### src/rtl/sha512_sched_upd2.sv
module sha512_sched_upd2 #(
  parameter bit OUT_REG = 1'b1,
  localparam int LW = 64,
  localparam int NL = 2,
  localparam int VW = LW * NL
) (
  input  logic          clk,
  input  logic          rst,
  input  logic          feature_en,
  input  logic          in_valid,
  input  logic [31:0]   insn,
  input  logic [VW-1:0] old_d,
  input  logic [VW-1:0] src_n,
  input  logic [VW-1:0] src_m,
  output logic [4:0]    idx_d,
  output logic [4:0]    idx_n,
  output logic [4:0]    idx_m,
  output logic          out_valid,
  output logic          out_undef,
  output logic          out_mismatch,
  output logic [VW-1:0] out_result,
  output logic [4:0]    out_dst
);

  localparam logic [10:0] HI_OPC = 11'b11001110011;
  localparam logic [5:0]  LO_OPC = 6'b100010;

  function automatic logic [LW-1:0] ssig1(input logic [LW-1:0] v);
    return {v[18:0], v[LW-1:19]} ^ {v[60:0], v[LW-1:61]} ^ {6'b0, v[LW-1:6]};
  endfunction

  logic          hit, go, undef_c, mis_c;
  logic [VW-1:0] sum_c;

  assign idx_m   = insn[20:16];
  assign idx_n   = insn[9:5];
  assign idx_d   = insn[4:0];
  assign hit     = (insn[31:21] == HI_OPC) && (insn[15:10] == LO_OPC);
  assign go      = in_valid && hit && feature_en;
  assign undef_c = in_valid && hit && !feature_en;
  assign mis_c   = in_valid && !hit;

  for (genvar l = 0; l < NL; l++) begin : g_lane
    assign sum_c[l*LW +: LW] = old_d[l*LW +: LW] + ssig1(src_n[l*LW +: LW]) + src_m[l*LW +: LW];
  end

  if (OUT_REG) begin : g_reg
    always_ff @(posedge clk) begin
      if (rst) begin
        out_valid    <= 1'b0;
        out_undef    <= 1'b0;
        out_mismatch <= 1'b0;
        out_result   <= '0;
        out_dst      <= '0;
      end else begin
        out_valid    <= go;
        out_undef    <= undef_c;
        out_mismatch <= mis_c;
        if (go) begin
          out_result <= sum_c;
          out_dst    <= idx_d;
        end
      end
    end

    assert_accept_R1: assert property (@(posedge clk) disable iff (rst)
      (in_valid && feature_en && insn[31:21] == HI_OPC && insn[15:10] == LO_OPC) |=> out_valid);

    assert_undef_R6: assert property (@(posedge clk) disable iff (rst)
      (in_valid && !feature_en && insn[31:21] == HI_OPC && insn[15:10] == LO_OPC)
        |=> (out_undef && !out_valid && $stable(out_result)));

    assert_mismatch_R7: assert property (@(posedge clk) disable iff (rst)
      (in_valid && (insn[31:21] != HI_OPC || insn[15:10] != LO_OPC))
        |=> (out_mismatch && !out_valid && $stable(out_result)));

    assert_quiet_R8: assert property (@(posedge clk) disable iff (rst)
      !in_valid |=> !(out_valid || out_undef || out_mismatch));

    assert_flags_R8: assert property (@(posedge clk) disable iff (rst)
      $onehot0({out_valid, out_undef, out_mismatch}));

    assert_hold_R10: assert property (@(posedge clk) disable iff (rst)
      !out_valid |-> ($stable(out_result) && $stable(out_dst)));
  end else begin : g_comb
    assign out_valid    = go;
    assign out_undef    = undef_c;
    assign out_mismatch = mis_c;
    assign out_result   = sum_c;
    assign out_dst      = idx_d;
  end

endmodule

### config.mk
export PLATFORM = sky130hd
export DESIGN_NAME = sha512_sched_upd2
export DESIGN_NICKNAME = d
export VERILOG_FILES = /design/src/rtl/sha512_sched_upd2.sv
export SDC_FILE = /design/constraint.sdc
export NUM_CORES = 1
export LEC_CHECK = 0
export BUFFER_PORTS_ARGS = -buffer_cell sky130_fd_sc_hd__buf_2
export CORE_AREA = 2 2 222 224
export DETAILED_ROUTE_END_ITERATION = 8
export DIE_AREA = 0 0 224 226
export PLACE_DENSITY = 0.58
export SYNTH_ARGS = -nofsm -noshare
export SYNTH_HDL_FRONTEND = slang
export SYNTH_SLANG_ARGS = --single-unit
### constraint.sdc
create_clock -name clk -period 5.3 [get_ports clk]
set_clock_uncertainty 0.15 [all_clocks]
set_input_delay 0.265 -clock clk [delete_from_list [all_inputs] [get_ports clk]]
set_output_delay 0.265 -clock clk [all_outputs]
set_load 0.02 [all_outputs]
======== Word level (Yosys, flattened, before mapping) ========
Index checks and enable logic that the tools add are counted.
W data, S select, Z words.
word-level totals
  flip-flop bits (word level) ............. 136
  input port bits ......................... 420
cells by class
  $add $sub $neg .......................... 4
  equality and inequality tests ........... 2
  bitwise operators ....................... 4
  reductions and logical operators ........ 7
operators with widths
  operator                number
  $add A64 B64 Y64        4
  $xor A64 B58 Y64        2
  $xor A64 B64 Y64        2
  $eq A11 B11 Y1 const B  1
  $eq A6 B6 Y1 const B    1
  $logic_and A1 B1 Y1     5
  $logic_not A1 Y1        2

======== Longest topological paths before layout ========
Gate-level depths: netlist (run 1).
  word-level depth ........................ 4
  depth in mapped cells ................... 18
  mapped depth without buffers ............ 18

======== Worst setup path after synthesis (run 1) ========
OpenSTA, ideal clock, no wires.
  path kind ............................... input port to flip-flop
  start point ............................. input src_n[62]
  end point ............................... register out_result[43]
  data arrival time ....................... 3.750 ns
  required time ........................... 5.021 ns
  slack ................................... 1.270 ns
  stages .................................. 18
  cells stage by stage .................... xor2_1 -> xnor2_1 -> fa_1 -> inv_1 -> ha_1 -> fa_1 -> a21oi_1 -> o21ai_0 -> a21oi_1 -> o21ai_2 -> nand2b_1 -> nor3_1 -> nor3_1 -> a31oi_1 -> o21ai_1 -> a221oi_1 -> xor2_1 -> o21ai_0
between the ends
  cells in the longest elaborated chain, start to end .. 4
ends and longest elaborated chain
  item                            line  text
  start: declaration              13    input logic [VW-1:0] src_n,
  $xor A64 B64 Y64                29    return {v[18:0], v[LW-1:19]} ^ {v[60:0], v[LW-1:61]} ^ {6'b0, v[LW-1:6]};
  $xor A64 B58 Y64                29
  $add A64 B64 Y64 (2 in series)  44    assign sum_c[l*LW +: LW] = old_d[l*LW +: LW] + ssig1(src_n[l*LW +: LW]) + src_m[l*LW +: LW];
  end signal: assignment          60    out_result <= sum_c;
  end: declaration                21    output logic [VW-1:0] out_result,
No other way between the ends.
A chain may end at the register's enable or synchronous reset.

======== Final worst setup path (run 1) ========
  start point ............................. input src_n[84]
  end point ............................... register out_result[83]
between the ends
  cells in the longest elaborated chain, start to end .. 4
ends and longest elaborated chain
  item                              line
  $xor A64 B64 Y64                  29
  $xor A64 B58 Y64 *                29
  $add A64 B64 Y64 * (2 in series)  44
Mark *: on every way between the ends. The rest lies on a longest branch, timed or not.

==> summary.txt, run 1 <==
outcome: finished clean
Initial Util: 34.5%
final core occ: 42.3%
Post-Syn Area per Cell: 8.32 sq um
mapped cell area: 0.0167 sq mm
core area: 0.0483 sq mm
Slew @ Worst Pin: 1.03 ns
post-synthesis sequential area ratio: 16.3%
post-DR wirelength/cell: 24.9 um
# IOs: 571
number of global-route vias before repair: 17,200
Final Power: 7.10 mW
number of synthesis warnings: 0
worst path required time: 5.46 ns
min-delay worst type: in2reg
first-pass GRT wire length: 111,000 um
Post-Synthesis Cells: 2,005
Clk pin slew, worst setup/hold paths: 0.07 ns
Final WS setup: 0.902 ns
setup_tns: 0 ns
depth of the CTS H-tree: 4
final count of hold timing violations: 0
ANT nets after route: 0
period utilisation layout: 83.0%
Iter 0 DRT Violations: 1,120
gr usage total: 30.1%
crit path max fanout: 3
worst skew pair latency: 0.44 ns
commonest cells after routing, fill and taps aside: 549 x buf_2, 307 x xnor2_1, 269 x nand2_1
syn_nets: 2,677
largest net degree at the start of global routing: 100
VDD IR max: 212 uV
critical setup path kind: in2reg
PortBufs: 550
synthesized flop and latch total: 136
Post-DP HPWL: 66,900 um
Post-synth EDFFs: 0
number of setup buffers added after CTS: 0
RSZ-0062 raised after global routing: false
most common cell after layout, fill and taps aside: buf_2
Synth cell types: 76
area delta synth->final: 22.5%
FFs w/ async S/R, synth: 0%
Max Slew Vio Count: 0
Die W: 224 um
Root Driver: clkbuf_16
TritonRoute pass-1 iters: 5
Tmin final: 4.40 ns
Max-slew headroom: 31.5%
Arrival @ worst endpoint: 4.56 ns
fmax: 227 MHz
total clock sinks: 136
maxcap violations: 0
clk buf depth: 2
final setup violating endpoints: 0
CTS tree: done
ys flop type: dfxtp_1
via count: 16,900
GP Congestion: 0.988
crit end category: flop
DP Worst Slack: 0.482 ns
Die Y: 226 um
grt ovf: 0
TritonCTS buffer count: 17
vias per inst: 5.41
Die ar.: 0.0506 sq mm
CTS resizes: 0
Leak Pwr: 9.02 nW
initial antenna violation count: 3
DRC Markers: 0
crit start category: input port
final net count: 3,154
final wirelength: 77,700 um
Std-Cell Rows: 81
share of layout cells above drive strength 1: 24.9%
Pwr Density: 347 mW/mm^2
## layer usage
metal / vias up / routed length (um) / global-route usage, %
met1: 8140 / 32000 / 37.0
met3: 94 / 4810 / 4.83
met4: 4 / 2770 / 11.5
met2: 792 / 38100 / 52.9
li1: 7848 / - / -
met5: - / 19 / 0
## cell families after synthesis
group / count (synthesis) / share of synthesized area (%)
compound gates: 558 / 20.8
fa+ha+maj: 252 / 24.6
xor+xnor: 364 / 19.1
simple gates: 515 / 14.0
flops: 136 / 16.3
mux: 1 / 0.0600
buf+inv: 179 / 5.05
## through the flow
| stage | hold WS, ns | instance area, sq um | cells |
|---|---|---|---|
| 6_report | 0.191 | 20400 | 3120 |
| 5_1_grt | 0.194 | 20400 | 3119 |
| 4_1_cts | 0.158 | 20400 | 3117 |
| 3_5_place_dp | 0.292 | 19700 | 3076 |
| 3_3_place_gp | 0.286 | 19700 | 3076 |
| 2_1_floorplan | 0.194 | 16700 | 2005 |
## critical path, stage by stage
cell and delay [ns]:
buf_2 0.13, xnor2_1 0.19, xnor2_1 0.16, fa_1 0.53, ha_1 0.27, fa_1 0.47, a211oi_1 0.40, o21ba_2 0.24
o221a_2 0.23, or2_2 0.14, nor2_1 0.04, a31oi_1 0.15, buf_4 0.15, o21ai_0 0.11, a21o_1 0.20, a21oi_1 0.16
xor2_1 0.55, o21ai_0 0.16
## report_power, final
group / switching [mW] / total [mW] / internal, mW / leakage [nW]
Clock: 0.540 / 1.30 / 0.758 / 0.291
Sequential: 0.0000848 / 1.02 / 1.02 / 1.09
Combinational: 2.86 / 4.78 / 1.92 / 7.64
Total: 3.40 / 7.10 / 3.70 / 9.02
## synth_stat cells (all sizes together), types with 3 or more instances
cell type | n | share of area [%]
xnor2 | 307 | 16
nand2 | 269 | 6.0
a21oi | 212 | 6.4
dfxtp | 136 | 16
fa | 128 | 15
ha | 124 | 9.3
o21ai | 122 | 3.7
a21o | 79 | 3.6
clkbuf | 73 | 1.7
nor2 | 72 | 1.6
inv | 71 | 1.6
xor2 | 57 | 3.0
nand4 | 41 | 1.5
buf | 34 | 1.7
o21bai | 33 | 1.5
a211oi | 27 | 1.2
nand3 | 26 | 0.78
nor3 | 24 | 0.75
a31oi | 18 | 0.67
nor2b | 17 | 0.64
nand2b | 13 | 0.49
or3 | 12 | 0.45
and3 | 11 | 0.43
o21a | 10 | 0.45
a221oi | 9 | 0.65
nor4 | 8 | 0.30
and2 | 7 | 0.26
o31ai | 7 | 0.37
a21boi | 6 | 0.36
o211ai | 5 | 0.22
or2 | 5 | 0.20
o221ai | 4 | 0.21
a221o | 3 | 0.18
o21ba | 3 | 0.18
o22ai | 3 | 0.11
## final timing paths
check,endpoint,depth (start not counted),slack (ns),start
setup / recovery,out_result[83],18,0.90,src_n[84]
hold / removal,out_mismatch,4,0.19,insn[12]
setup reg to reg,out_result[124],2,4.24,out_result[124]
hold reg to reg,out_result[111],2,0.30,out_result[111]
## sequential cells by signal, summed over array words and instances, names as in the netlist
name	cells
out_undef	1
out_result	128
out_mismatch	1
out_valid	1
out_dst	5
## area by class of cell
| type | count | area, sq um |
|---|---|---|
| antenna | 3 | 7.51 |
| clock buffer | 19 | 443 |
| clock inverter | 13 | 170 |
| fill | 5030 | 27900 |
| inverter | 71 | 267 |
| multi-input combinational | 1690 | 13100 |
| sequential | 136 | 2720 |
| tap | 622 | 778 |
| timing repair buffer | 566 | 2910 |
## timing repair
item                                    4_1_cts  5_1_grt
hold endpoints to repair                     15        0
endpoints found under the setup margin        0        0
hold buffers                                  9        0
Note: power is estimated with default switching activity, not from simulation.
==> run 2: changes to the inputs <==
==> config.mk (replaced) <==
export PLATFORM = sky130hd
export DESIGN_NAME = sha512_sched_upd2
export DESIGN_NICKNAME = d
export VERILOG_FILES = /design/src/rtl/sha512_sched_upd2.sv
export SDC_FILE = /design/constraint.sdc
export NUM_CORES = 1
export LEC_CHECK = 0
export ABC_AREA = 1
export BUFFER_PORTS_ARGS = -buffer_cell sky130_fd_sc_hd__buf_2
export CORE_AREA = 2 2 224 226
export DETAILED_ROUTE_END_ITERATION = 8
export DIE_AREA = 0 0 226 228
export PLACE_DENSITY = 0.66
export SYNTH_ARGS = -nofsm -noshare
export SYNTH_HDL_FRONTEND = slang
export SYNTH_SLANG_ARGS = --single-unit
==> constraint.sdc (replaced) <==
create_clock -name clk -period 4.1 [get_ports clk]
set_clock_uncertainty 0.15 [all_clocks]
set_input_delay 0.205 -clock clk [delete_from_list [all_inputs] [get_ports clk]]
set_output_delay 0.205 -clock clk [all_outputs]
set_load 0.02 [all_outputs]
==> summary.txt, run 2 <==
Die W: 226 um (+0.89%)
Die ar.: 0.0515 sq mm (+1.8%)
mapped cell area: 0.0211 sq mm (+26%)
share of layout cells above drive strength 1: 14.9% (-10 points)
placed cell area: 0.0245 sq mm (+24%)
setup_tns: 0 ns (unchanged)
Clk pin slew, worst setup/hold paths: 0.06 ns (about the same)
Initial Util: 42.7% (+8.2 points)
depth of the CTS H-tree: 4 (unchanged)
outcome: finished clean
Die Y: 228 um (+0.88%)
Root Driver: clkbuf_16
post-route cell area: 0.0252 sq mm (+23%)
CTS tree: done
Final Power: 10.4 mW (+46%)
post-DR wirelength/cell: 19.7 um (-21%)
area delta synth->final: 19.6%
Pwr Density: 411 mW/mm^2 (+18%)
largest net degree at the start of global routing: 141 (+41%)
WHS: 0.0625 ns (-0.129 ns)
critical setup path kind: in2reg
TritonRoute pass-1 iters: 6 (+1)
R2R Setup Slk: 3.05 ns (-1.19 ns)
max FFs per register: 128 (unchanged)
worst skew pair latency: 0.44 ns (about the same)
period utilisation layout: 84.3%
final net count: 4,787 (+52%)
RSZ-0062 raised after global routing: false
clk buf depth: 2 (unchanged)
Post-synth EDFFs: 0 (unchanged)
syn_nets: 4,250 (+59%)
PortBufs: 550 (unchanged)
final cell count without fillers: 4,803 (+54%)
commonest cells after routing, fill and taps aside: 1,360 x nand2_1, 730 x inv_1, 550 x buf_2
most frequent cells after synthesis: 1,360 x nand2_1, 730 x inv_1, 287 x nor2_1
GP Congestion: 1.03 (+4.0%)
Worst Hold Path EP: out_result[0]
Post-Synthesis Cells: 3,578 (+78%)
fmax: 289 MHz
DP Worst Slack: 0.292 ns (-0.190 ns)
top flop regs: out_result: 128 flops, out_dst: 5 flops
largest register by flop count: out_result
initial antenna violation count: 5 (+2)
final wirelength: 94,400 um (+22%)
total clock sinks: 136 (unchanged)
Max-slew headroom: 34.5% (+3.0 points)
crit start category: input port
Max Slew Vio Count: 0 (unchanged)
number of setup buffers added after CTS: 0 (unchanged)
final core occ: 51.0% (+8.8 points)
Area contributors post-synth: nand2_1 24%, inv_1 13%, dfxtp_1 13%, fa_1 12%, xnor2_1 11%
Iter 0 DRT Violations: 1,498 (+34%)
worst path required time: 4.28 ns (-1.18 ns)
VDD IR max: 305 uV (+44%)
Placed Cells: 4,759 (+55%)
crit path max fanout: 4 (+1)
Arrival @ worst endpoint: 3.64 ns (-0.92 ns)
FF-to-FF path depth: 4 (+2)
Leak Pwr: 15.1 nW (+68%)
Final WS setup: 0.642 ns (-0.259 ns)
most common cell after layout, fill and taps aside: nand2_1
ys flop type: dfxtp_1
gr usage total: 36.4% (+6.3 points)
Std-Cell Rows: 82 (+1.2%)
post-synthesis sequential area ratio: 12.9% (-3.4 points)
number of global-route vias before repair: 22,900 (+33%)
TritonCTS buffer count: 17 (unchanged)
RR Endpoint: out_result[97]
fillers: 5,439 (+8.1%)
final setup violating endpoints: 0 (unchanged)
FFs w/ async S/R, synth: 0% (unchanged)
first-pass GRT wire length: 138,000 um (+24%)
final count of hold timing violations: 0 (unchanged)
synthesized flop and latch total: 136 (unchanged)
hold path depth: 4 (unchanged)
r2r startpoint: out_result[97]
min-delay worst type: in2reg
# IOs: 571 (unchanged)
via count: 23,200 (+37%)
maxcap violations: 0 (unchanged)
Tmin final: 3.46 ns
number of synthesis warnings: 0 (unchanged)
vias per inst: 4.83 (-11%)
Post-DP HPWL: 82,400 um (+23%)
crit end category: flop
leading area contributor after synthesis: nand2_1
grt ovf: 0 (unchanged)
core area: 0.0493 sq mm (+2.1%)
ANT nets after route: 0 (unchanged)
Yosys top cell area share: 24.2% (+7.9 points)
Slew @ Worst Pin: 0.982 ns (-0.0448 ns)
Post-Syn Area per Cell: 5.89 sq um (-29%)
HP Start: src_m[0]
count leader, synth: nand2_1
Synth cell types: 26 (-66%)
DRC Markers: 0 (unchanged)
-- run 2: cell types whose count changed after synthesis, sizes merged, moves of 43 or more --
| cell | before | now |
|---|---|---|
| a21o | 79 | 0 |
| a21oi | 212 | 129 |
| clkbuf | 73 | 20 |
| inv | 71 | 731 |
| nand2 | 269 | 1361 |
| nand3 | 26 | 168 |
| nor2 | 72 | 288 |
| xnor2 | 307 | 264 |
-- run 2: power by group --
part	leakage (nW)	total (mW)	internal, mW	switching, mW
registers	1.09	1.32	1.32	0.000157
logic	13.8	7.41	2.46	4.95
clock network	0.288	1.62	0.928	0.692
-- run 2: worst max-delay path by stage --
stage          slack (ns)  startpoint  cells past startpoint         endpoint
5_1_grt              0.50   src_n[95]                     16  out_result[100]
2_1_floorplan        1.29  src_n[126]                     15   out_result[97]
3_3_place_gp         0.35   src_n[62]                     21   out_result[63]
3_5_place_dp         0.29   src_n[62]                     21   out_result[47]
4_1_cts              0.78   src_n[62]                     21   out_result[47]
6_report             0.64   src_n[95]                     18  out_result[110]
-- run 2: routing by layer --
metal	wire [um]	part of all wire (%)	track usage, %
met1	35800	38	39.5
met2	45500	48	64.6
met3	5380	5.7	5.33
met4	7660	8.1	25.8
met5	27	0.029	0
-- run 2: cells by family after synthesis --
family                   after synthesis  synth area share [%]
AO/OA/AOI/OAI                        218                  5.28
XOR/XNOR                             295                  12.3
adder cells (fa/ha/maj)              252                  19.5
buffers and inverters                787                  14.5
flip-flops                           136                  12.9
AND/OR/NAND/NOR                     1890                  35.5
-- run 2: layout make-up --
class                   instances  area, sq um  share of cell area, %
repair buffers                574         2970                   11.8
well taps                     672          841                   3.34
clock inverters                14          163                  0.646
flip-flops and latches        136         2720                   10.8
diodes                          3         7.51                 0.0298
multi-input cells            2655        15300                   60.7
clock buffers                  18          439                   1.74
inverters                     731         2750                   10.9
-- run 2: critical path, cell delays in order --
cell     delay (ns)
buf_2          0.23
xnor2_1        0.13
xnor2_1        0.56
fa_1           0.57
ha_1           0.39
nand2_1        0.12
nor2_1         0.25
nand2_1        0.12
inv_1          0.07
nand2_1        0.05
nand2_1        0.12
nand2_1        0.08
nand2_1        0.23
nand2_1        0.11
nand3_1        0.09
nand3_1        0.15
nand2_1        0.12
inv_1          0.04
-- run 2: timing repair --
action | 4_1_cts | 5_1_grt
hold endpoints to repair | 7 | 0
gates resized for setup | 0 | 0
hold buffers | 9 | 0
